[config.mk]
export PLATFORM = sky130hd
export DESIGN_NAME = gpio_irq_bank
export DESIGN_NICKNAME = d
export VERILOG_FILES = /design/src/rtl/gpio_irq_pkg.sv /design/src/rtl/gpio_in_sync.sv /design/src/rtl/gpio_evt_detect.sv /design/src/rtl/gpio_pad_drive.sv /design/src/rtl/gpio_irq_bank.sv
export SDC_FILE = /design/constraint.sdc
export NUM_CORES = 1
export LEC_CHECK = 0
export ABC_CLOCK_PERIOD_IN_PS = 3600
export BUFFER_PORTS_ARGS = -buffer_cell sky130_fd_sc_hd__buf_2
export CORE_ASPECT_RATIO = 0.8
export CORE_UTILIZATION = 35
export CTS_BUF_LIST = sky130_fd_sc_hd__clkbuf_8
export DETAILED_ROUTE_END_ITERATION = 8
export GPL_ROUTABILITY_DRIVEN = 0
export PLACE_DENSITY = 0.48
export SYNTH_ARGS = -nofsm -noshare
export SYNTH_HDL_FRONTEND = slang
export SYNTH_HIERARCHICAL = 1
export SYNTH_SLANG_ARGS = --single-unit
export TNS_END_PERCENT = 50
[constraint.sdc]
create_clock -name clk -period 3.6 [get_ports clk]
set_clock_uncertainty 0.2 [all_clocks]
set_input_delay 0.72 -clock clk [delete_from_list [all_inputs] [get_ports clk]]
set_output_delay 0.72 -clock clk [all_outputs]
set_load 0.01 [all_outputs]
[src/rtl/gpio_irq_pkg.sv]
package gpio_irq_pkg;

  typedef enum logic [2:0] {
    TRG_OFF  = 3'd0,
    TRG_RISE = 3'd1,
    TRG_FALL = 3'd2,
    TRG_BOTH = 3'd3,
    TRG_LOW  = 3'd4,
    TRG_HIGH = 3'd5,
    TRG_RSV6 = 3'd6,
    TRG_RSV7 = 3'd7
  } trig_e;

  typedef struct packed {
    logic [4:0] int_en;
    logic       wake_en;
    trig_e      trig;
    logic       open_drain;
  } pin_cfg_t;

  // field positions inside a configuration word
  localparam int CFG_OD_BIT   = 2;
  localparam int CFG_TRIG_LSB = 7;
  localparam int CFG_WAKE_BIT = 10;
  localparam int CFG_IEN_LSB  = 13;

  // byte offsets
  localparam logic [7:0] A_OUT  = 8'h00;
  localparam logic [7:0] A_SET  = 8'h04;
  localparam logic [7:0] A_CLR  = 8'h08;
  localparam logic [7:0] A_OE   = 8'h0C;
  localparam logic [7:0] A_IN   = 8'h10;
  localparam logic [7:0] A_STAT = 8'h14;
  localparam logic [7:0] A_CFG0 = 8'h80;

  function automatic pin_cfg_t word_to_cfg(input logic [31:0] w);
    pin_cfg_t c;
    c.open_drain = w[CFG_OD_BIT];
    c.trig       = trig_e'(w[CFG_TRIG_LSB +: 3]);
    c.wake_en    = w[CFG_WAKE_BIT];
    c.int_en     = w[CFG_IEN_LSB +: 5];
    return c;
  endfunction

  function automatic logic [31:0] cfg_to_word(input pin_cfg_t c);
    logic [31:0] w;
    w = '0;
    w[CFG_OD_BIT]         = c.open_drain;
    w[CFG_TRIG_LSB +: 3]  = c.trig;
    w[CFG_WAKE_BIT]       = c.wake_en;
    w[CFG_IEN_LSB +: 5]   = c.int_en;
    return w;
  endfunction

endpackage

[src/rtl/gpio_in_sync.sv]
module gpio_in_sync #(
  parameter int W = 31
) (
  input  logic         clk,
  input  logic         rst_n,
  input  logic [W-1:0] d,
  output logic [W-1:0] sync_q,
  output logic [W-1:0] prev_q
);

  logic [W-1:0] meta_q;
  logic [W-1:0] meta_d, sync_d, prev_d;

  always_comb begin
    meta_d = d;
    sync_d = meta_q;
    prev_d = sync_q;
  end

  always_ff @(posedge clk or negedge rst_n) begin
    if (!rst_n) begin
      meta_q <= '0;
      sync_q <= '0;
      prev_q <= '0;
    end else begin
      meta_q <= meta_d;
      sync_q <= sync_d;
      prev_q <= prev_d;
    end
  end

endmodule

[src/rtl/gpio_evt_detect.sv]
module gpio_evt_detect
  import gpio_irq_pkg::*;
(
  input  trig_e trig,
  input  logic  cur,
  input  logic  prev,
  output logic  edge_evt,
  output logic  edge_mode,
  output logic  level_mode,
  output logic  level_cond
);

  always_comb begin
    edge_evt   = 1'b0;
    edge_mode  = 1'b0;
    level_mode = 1'b0;
    level_cond = 1'b0;
    unique case (trig)
      TRG_RISE: begin edge_mode = 1'b1; edge_evt = cur & ~prev; end
      TRG_FALL: begin edge_mode = 1'b1; edge_evt = ~cur & prev; end
      TRG_BOTH: begin edge_mode = 1'b1; edge_evt = cur ^ prev;  end
      TRG_LOW:  begin level_mode = 1'b1; level_cond = ~cur;     end
      TRG_HIGH: begin level_mode = 1'b1; level_cond = cur;      end
      default:  ; // off and reserved codes raise nothing
    endcase
  end

endmodule

[src/rtl/gpio_pad_drive.sv]
module gpio_pad_drive (
  input  logic out_bit,
  input  logic oe_bit,
  input  logic open_drain,
  output logic pad_out,
  output logic pad_oe
);

  always_comb begin
    if (open_drain) begin
      pad_out = 1'b0;
      pad_oe  = oe_bit & ~out_bit;
    end else begin
      pad_out = out_bit;
      pad_oe  = oe_bit;
    end
  end

endmodule

[src/rtl/gpio_irq_bank.sv]
module gpio_irq_bank
  import gpio_irq_pkg::*;
#(
  parameter int NPINS  = 31,
  parameter int ADDR_W = 8,
  parameter int DW     = 32
) (
  input  logic              clk,
  input  logic              rst_n,
  input  logic              bus_sel,
  input  logic              bus_we,
  input  logic [ADDR_W-1:0] bus_addr,
  input  logic [DW-1:0]     bus_wdata,
  output logic [DW-1:0]     bus_rdata,
  input  logic [NPINS-1:0]  pad_in,
  output logic [NPINS-1:0]  pad_out,
  output logic [NPINS-1:0]  pad_oe,
  output logic              irq,
  output logic              wake
);

  localparam int IDX_W = $clog2(NPINS);

  // ---------------- address decode ----------------
  logic              wr;
  logic              hit_out, hit_set, hit_clr, hit_oe, hit_in, hit_stat, hit_cfg;
  logic [ADDR_W-1:0] cfg_off;
  logic [IDX_W-1:0]  cfg_idx;

  assign wr       = bus_sel & bus_we;
  assign hit_out  = (bus_addr == ADDR_W'(A_OUT));
  assign hit_set  = (bus_addr == ADDR_W'(A_SET));
  assign hit_clr  = (bus_addr == ADDR_W'(A_CLR));
  assign hit_oe   = (bus_addr == ADDR_W'(A_OE));
  assign hit_in   = (bus_addr == ADDR_W'(A_IN));
  assign hit_stat = (bus_addr == ADDR_W'(A_STAT));
  assign cfg_off  = bus_addr - ADDR_W'(A_CFG0);
  assign cfg_idx  = cfg_off[IDX_W+1:2];
  assign hit_cfg  = (bus_addr >= ADDR_W'(A_CFG0)) && (cfg_off[1:0] == 2'b00) &&
                    (int'(cfg_off >> 2) < NPINS);

  logic unused_wdata;
  assign unused_wdata = ^bus_wdata;

  // ---------------- state ----------------
  logic [NPINS-1:0] out_q, out_d, oe_q, oe_d, stat_q, stat_d;
  logic             out_en, oe_en;
  pin_cfg_t         cfg_q [NPINS];
  pin_cfg_t         cfg_d;
  logic [NPINS-1:0] cfg_en;

  logic [NPINS-1:0] sync_q, prev_q;
  logic [NPINS-1:0] edge_evt, edge_mode_v, level_mode_v, level_cond_v;
  logic [NPINS-1:0] ien_any, wake_v, od_v, stat_clr;

  // output and enable next state
  always_comb begin
    out_en = wr & (hit_out | hit_set | hit_clr);
    out_d  = out_q;
    if (hit_out)      out_d = bus_wdata[NPINS-1:0];
    else if (hit_set) out_d = out_q | bus_wdata[NPINS-1:0];
    else if (hit_clr) out_d = out_q & ~bus_wdata[NPINS-1:0];
    oe_en  = wr & hit_oe;
    oe_d   = bus_wdata[NPINS-1:0];
    cfg_d  = word_to_cfg(bus_wdata);
  end

  always_ff @(posedge clk or negedge rst_n) begin
    if (!rst_n) begin
      out_q <= '0;
      oe_q  <= '0;
    end else begin
      if (out_en) out_q <= out_d;
      if (oe_en)  oe_q  <= oe_d;
    end
  end

  // ---------------- input path ----------------
  gpio_in_sync #(.W(NPINS)) i_sync (
    .clk   (clk),
    .rst_n (rst_n),
    .d     (pad_in),
    .sync_q(sync_q),
    .prev_q(prev_q)
  );

  assign stat_clr = (wr & hit_stat) ? bus_wdata[NPINS-1:0] : '0;

  // ---------------- per pin ----------------
  for (genvar n = 0; n < NPINS; n++) begin : g_pin
    assign cfg_en[n] = wr & hit_cfg & (cfg_idx == IDX_W'(n));

    always_ff @(posedge clk or negedge rst_n) begin
      if (!rst_n)         cfg_q[n] <= '0;
      else if (cfg_en[n]) cfg_q[n] <= cfg_d;
    end

    gpio_evt_detect i_det (
      .trig      (cfg_q[n].trig),
      .cur       (sync_q[n]),
      .prev      (prev_q[n]),
      .edge_evt  (edge_evt[n]),
      .edge_mode (edge_mode_v[n]),
      .level_mode(level_mode_v[n]),
      .level_cond(level_cond_v[n])
    );

    gpio_pad_drive i_drv (
      .out_bit   (out_q[n]),
      .oe_bit    (oe_q[n]),
      .open_drain(cfg_q[n].open_drain),
      .pad_out   (pad_out[n]),
      .pad_oe    (pad_oe[n])
    );

    assign ien_any[n] = |cfg_q[n].int_en;
    assign wake_v[n]  = cfg_q[n].wake_en;
    assign od_v[n]    = cfg_q[n].open_drain;

    // level pins follow the pad; others are sticky with set over clear
    assign stat_d[n] = level_mode_v[n] ? level_cond_v[n]
                                       : ((stat_q[n] & ~stat_clr[n]) | edge_evt[n]);
  end

  always_ff @(posedge clk or negedge rst_n) begin
    if (!rst_n) stat_q <= '0;
    else        stat_q <= stat_d;
  end

  assign irq  = |(stat_q & ien_any);
  assign wake = |(stat_q & wake_v);

  // ---------------- read mux ----------------
  always_comb begin
    bus_rdata = '0;
    if (bus_sel) begin
      if (hit_out | hit_set | hit_clr) bus_rdata = DW'(out_q);
      else if (hit_oe)                 bus_rdata = DW'(oe_q);
      else if (hit_in)                 bus_rdata = DW'(sync_q);
      else if (hit_stat)               bus_rdata = DW'(stat_q);
      else if (hit_cfg)                bus_rdata = DW'(cfg_to_word(cfg_q[cfg_idx]));
    end
  end

endmodule

Word-level counts from Yosys, hierarchy flattened
Cells that the tools add are included.

storage, ports and cells
  register bits after elaboration = 496
  logic and storage cells = 948
  output and inout port bits = 96
  bits of input ports = 75

operators by class
  reductions and logical operators = 71
  add/subtract/negate cells = 1
  bitwise logic cells = 354
  order comparisons = 3
  multiplexer cells = 199
  eq/ne operators = 190

operator list
  cell                                                  number
  2-to-1 mux 31 bit                                     9
  equality test 3 x 2 -> 1 bit (second input constant)  62
  equality test 3 bit (second input constant)           62
  AND 1 bit                                             160
  OR reduction 5 bit                                    31
  2-to-1 mux 1 bit                                      124
  inverter 1 bit                                        124
  AND 31 bit                                            3
  equality test 3 x 1 -> 1 bit (second input constant)  31
  case mux 1 bit (3 select lines)                       31
  equality test 5 bit (second input constant)           15
  case mux 1 bit (2 select lines)                       31
  OR reduction 2 bit                                    31
  OR reduction 31 bit                                   2
  binary-select mux 10 bit (select 5 bit)               1
  equality test 5 x 4 -> 1 bit (second input constant)  8
  OR 1 bit                                              33
  inverter 31 bit                                       1
  OR 31 bit                                             1
  XOR 1 bit                                             31
  equality test 5 x 3 -> 1 bit (second input constant)  4
  2-to-1 mux 10 bit                                     2
  2-to-1 mux 18 bit                                     1
  equality test 8 x 4 -> 1 bit (second input constant)  2
  other kinds (15)                                      18

Logic depth before layout (Yosys ltp)
  depth after elaboration = 11
  depth in mapped cells = 9
  mapped depth without buffers = 6

Modules after synthesis
The synthesis kept the hierarchy.

modules (own cells, without submodules)
  module           area an instance (um2)  seq. area each (um2)  times used  cells an instance
  gpio_irq_bank    19643.8                 10084.7               1           1518
  gpio_evt_detect  106.4                   0.0                   31          14
  gpio_in_sync     2327.2                  2327.2                1           93
  gpio_pad_drive   13.8                    0.0                   31          2

Least setup slack after synthesis
No wires, ideal clock.

  path type = input -> output
  from = input port bus_addr[3]
  to = output port bus_rdata[0]
  cell stages on the path = 8
  path slack = 195 ps
  required time = 2680 ps
  arrival time = 2485 ps
  path buffers = 3
  cell sequence = buf_2 -> or2_2 -> buf_2 -> or2_2 -> nor2_1 -> clkbuf_1 -> a222oi_1 -> a21boi_0

between the ends
  word-level cells in the longest chain between the ends = 6
  elaborated cells between the ends (all ways) = 13

RTL lines
  item                          line                  text
  start, declared               gpio_irq_bank.sv:12   input logic [ADDR_W-1:0] bus_addr,
  equality test 8 x 5 -> 1 bit  gpio_irq_bank.sv:36   assign hit_stat = (bus_addr == ADDR_W'(A_STAT));
  2-to-1 mux 31 bit             gpio_irq_bank.sv:140  else if (hit_stat) bus_rdata = DW'(stat_q);
  2-to-1 mux 31 bit             gpio_irq_bank.sv:139  else if (hit_in) bus_rdata = DW'(sync_q);
  2-to-1 mux 31 bit             gpio_irq_bank.sv:138  else if (hit_oe) bus_rdata = DW'(oe_q);
  2-to-1 mux 31 bit (*)         gpio_irq_bank.sv:137  if (hit_out | hit_set | hit_clr) bus_rdata = DW'(out_q);
  2-to-1 mux 31 bit (*)         gpio_irq_bank.sv:136  if (bus_sel) begin
  end, declared                 gpio_irq_bank.sv:14   output logic [DW-1:0] bus_rdata,

Every way passes the cells marked *; elsewhere a longest branch is shown, timed or not.

Worst setup path in the final report
  from = register cfg_q[8] (netlist name)
  to = output port irq

between the ends
  word-level cells in the longest chain between the ends = 3

RTL lines
  item                             line                  text
  start, declared                  gpio_irq_bank.sv:48   pin_cfg_t cfg_q [NPINS];
  start signal, assigned by index  gpio_irq_bank.sv:95   else if (cfg_en[n]) cfg_q[n] <= cfg_d;
  OR reduction 5 bit               gpio_irq_bank.sv:116  assign ien_any[n] = |cfg_q[n].int_en;
  AND 31 bit                       gpio_irq_bank.sv:130  assign irq = |(stat_q & ien_any);
  OR reduction 31 bit              gpio_irq_bank.sv:130
  end, declared                    gpio_irq_bank.sv:18   output logic irq,

No other way between the ends.

==> reports/results.txt <==
Reg-to-reg endpoint = stat_q[13]$_DFF_PN0_
Worst reg-to-reg setup slack = 1.73 ns
Crit path max fanout = 2
Total grt overflow = 0
Min Hold Slack = 0.09927 ns
Placed insts = 3235
CP max stage delay = 0.53 ns
Crit. Startpoint = cfg_q[8]$_DFFE_PN0P_
Clock Tree Buf Depth = 3
Total track usage = 0.2391
CTS sink cnt = 496
Hold Path Origin = bus_wdata[28]
CP required = 2.68 ns
Io pins = 171
H-tree depth = 3
Root Driver = clkbuf_8
Site Rows = 88
Final hold vios = 0
Starting Density = 0.3536
Most common cell after layout, fill and taps aside = dfrtp_1
Syn Inst Count = 2045
Final setup viols = 3
Core Area = 72010 um2
Synth warn = 6
First-pass GRT wire length = 130100 um
Min cycle time layout = 3.647 ns
RSZ-0062 raised after global routing = yes
Cell Count, Final, Fillers Out = 3451
Area of the multi-input gates = 12440 um2
Routed WL = 87890 um
Crit Path Class = reg2out
FF-to-FF Start = i_sync/sync_q[13]$_DFF_PN0_
Worst Slack Setup Final = -0.04742 ns
R2R cell count = 6
Final Max Slew Viols = 0
Layout cells sized above 1 = 0.4232
Final net count = 2572
Startpoint Class = flop
Final period utilization = 1.013
Cell leakage power = 15.02 nW
Antenna-violating nets left = 0
CTS buffer count = 89
PD cells = 426.9 nW/um2
Via count = 18931
Wire length per cell = 25.47 um
Worst VDD drop = 0.0002440 V
Area grow syn2layout = 23.72%
Fmax = 274.2 MHz
Crit-path slowest cell = or4_1
Die Area = 73840 um2
Worst Tran Pin Value = 0.9169 ns
Syn Nets = 2182
WHS Path Cells = 2
Post-layout util = 0.4375
Failing checks = negative setup slack
Element type at the critical path end = primary output
Iter 0 DRT Violations = 1403
Register area = 12420 um2
DRC viols = 0
Status = complete, but fails checks
Max_cap viols = 0
Vias per cell = 5.486
Vias in the first global route = 19189
Dpl hpwl = 61720 um
Hold Path Class = in2reg
Worst-Skew Late Latency = 0.68 ns
CTS tree = done
Synthesized area = 25460 um2
IO Port Bufs = 168
Largest net degree at the start of global routing = 89
Antenna violations before repair = 2
1st-pass router iterations = 7
Mean Syn Cell Area = 12.45 um2
Fill cells = 6787
Rel. slew slack = 0.3887
Total chip power = 0.01345 W
Die Wd = 303.6 um
Arr. time, crit path = 2.73 ns
CP cell instances = or4_1 -> o21ai_2 -> nand4_1 -> nor4_2 -> buf_4 -> nand2_4 -> buf_6
Worst-path clk slew = 0.06 ns
Commonest non-fill, non-tap cells in the layout = dfrtp_1, mux2_2, buf_4
Die Span Y = 243.2 um
-- registers in the layout (all words and copies together), names as in the netlist, named ones only --
| name | cells |
|---|---|
| cfg_q | 310 |
| i_sync/meta_q | 31 |
| i_sync/prev_q | 31 |
| i_sync/sync_q | 31 |
| oe_q | 31 |
| stat_q | 31 |
-- routing by layer --
| layer | vias up | track usage | part of all wire |
|---|---|---|---|
| li1 | 8328 | - | - |
| met1 | 9852 | 0.3528 | 0.47 |
| met2 | 598 | 0.3504 | 0.44 |
| met3 | 151 | 0.04574 | 0.059 |
| met4 | 2 | 0.07515 | 0.029 |
| met5 | - | 0 | 0.000091 |
-- worst max-delay path, delay by kind of cell, from the launching register on --
| kind | cells | cell delay, ns |
|---|---|---|
| flip-flops | 1 | 0.38 |
| AND/OR/NAND/NOR | 4 | 1.12 |
| buffers and inverters | 2 | 0.32 |
| AO/OA/AOI/OAI | 1 | 0.21 |
-- worst max-delay path by stage --
stage | to | slack, ns | depth (start not counted)
after global placement | bus_rdata[15] | -0.51 | 9
after global routing | irq | -0.13 | 7
after detailed placement | bus_rdata[15] | -0.43 | 9
final | irq | -0.05 | 7
after CTS | irq | -0.12 | 7
after floorplan | bus_rdata[0] | 0.20 | 8
-- what timing repair did --
action                     4_1_cts  5_1_grt
hold buffers                    32        0
cloned                           2        1
setup endpoints to repair       26       30
resized for setup               57       42
hold endpoints to repair       103        0
buffers inserted                19        2
pin swaps                       15        8
-- per-stage QoR --
stage	area [um2]	TNS (ns)	setup WS (ns)
after floorplan	25460	0	0.1952
after global placement	28770	-1.644	-0.5097
after detailed placement	28770	-1.602	-0.4342
after CTS	31360	-0.1267	-0.1162
after global routing	31500	-0.2674	-0.1272
final	31500	-0.06121	-0.04742
-- final cells by class --
class,instances,share of cell area
well taps,945,0.03753
inverters,100,0.01192
diodes,1,0.00007943
repair buffers,409,0.1027
clock buffers,122,0.05330
clock inverters,39,0.005481
flip-flops and latches,496,0.3941
multi-input cells,1339,0.3948
-- where the power goes --
part	switching, W	internal (W)	total, W
logic	0.000844	0.000683	0.00153
clock network	0.00248	0.00300	0.00549
registers	0.000548	0.00589	0.00643
total	0.00388	0.00957	0.0134
Power figures use the tool's default switching activity.
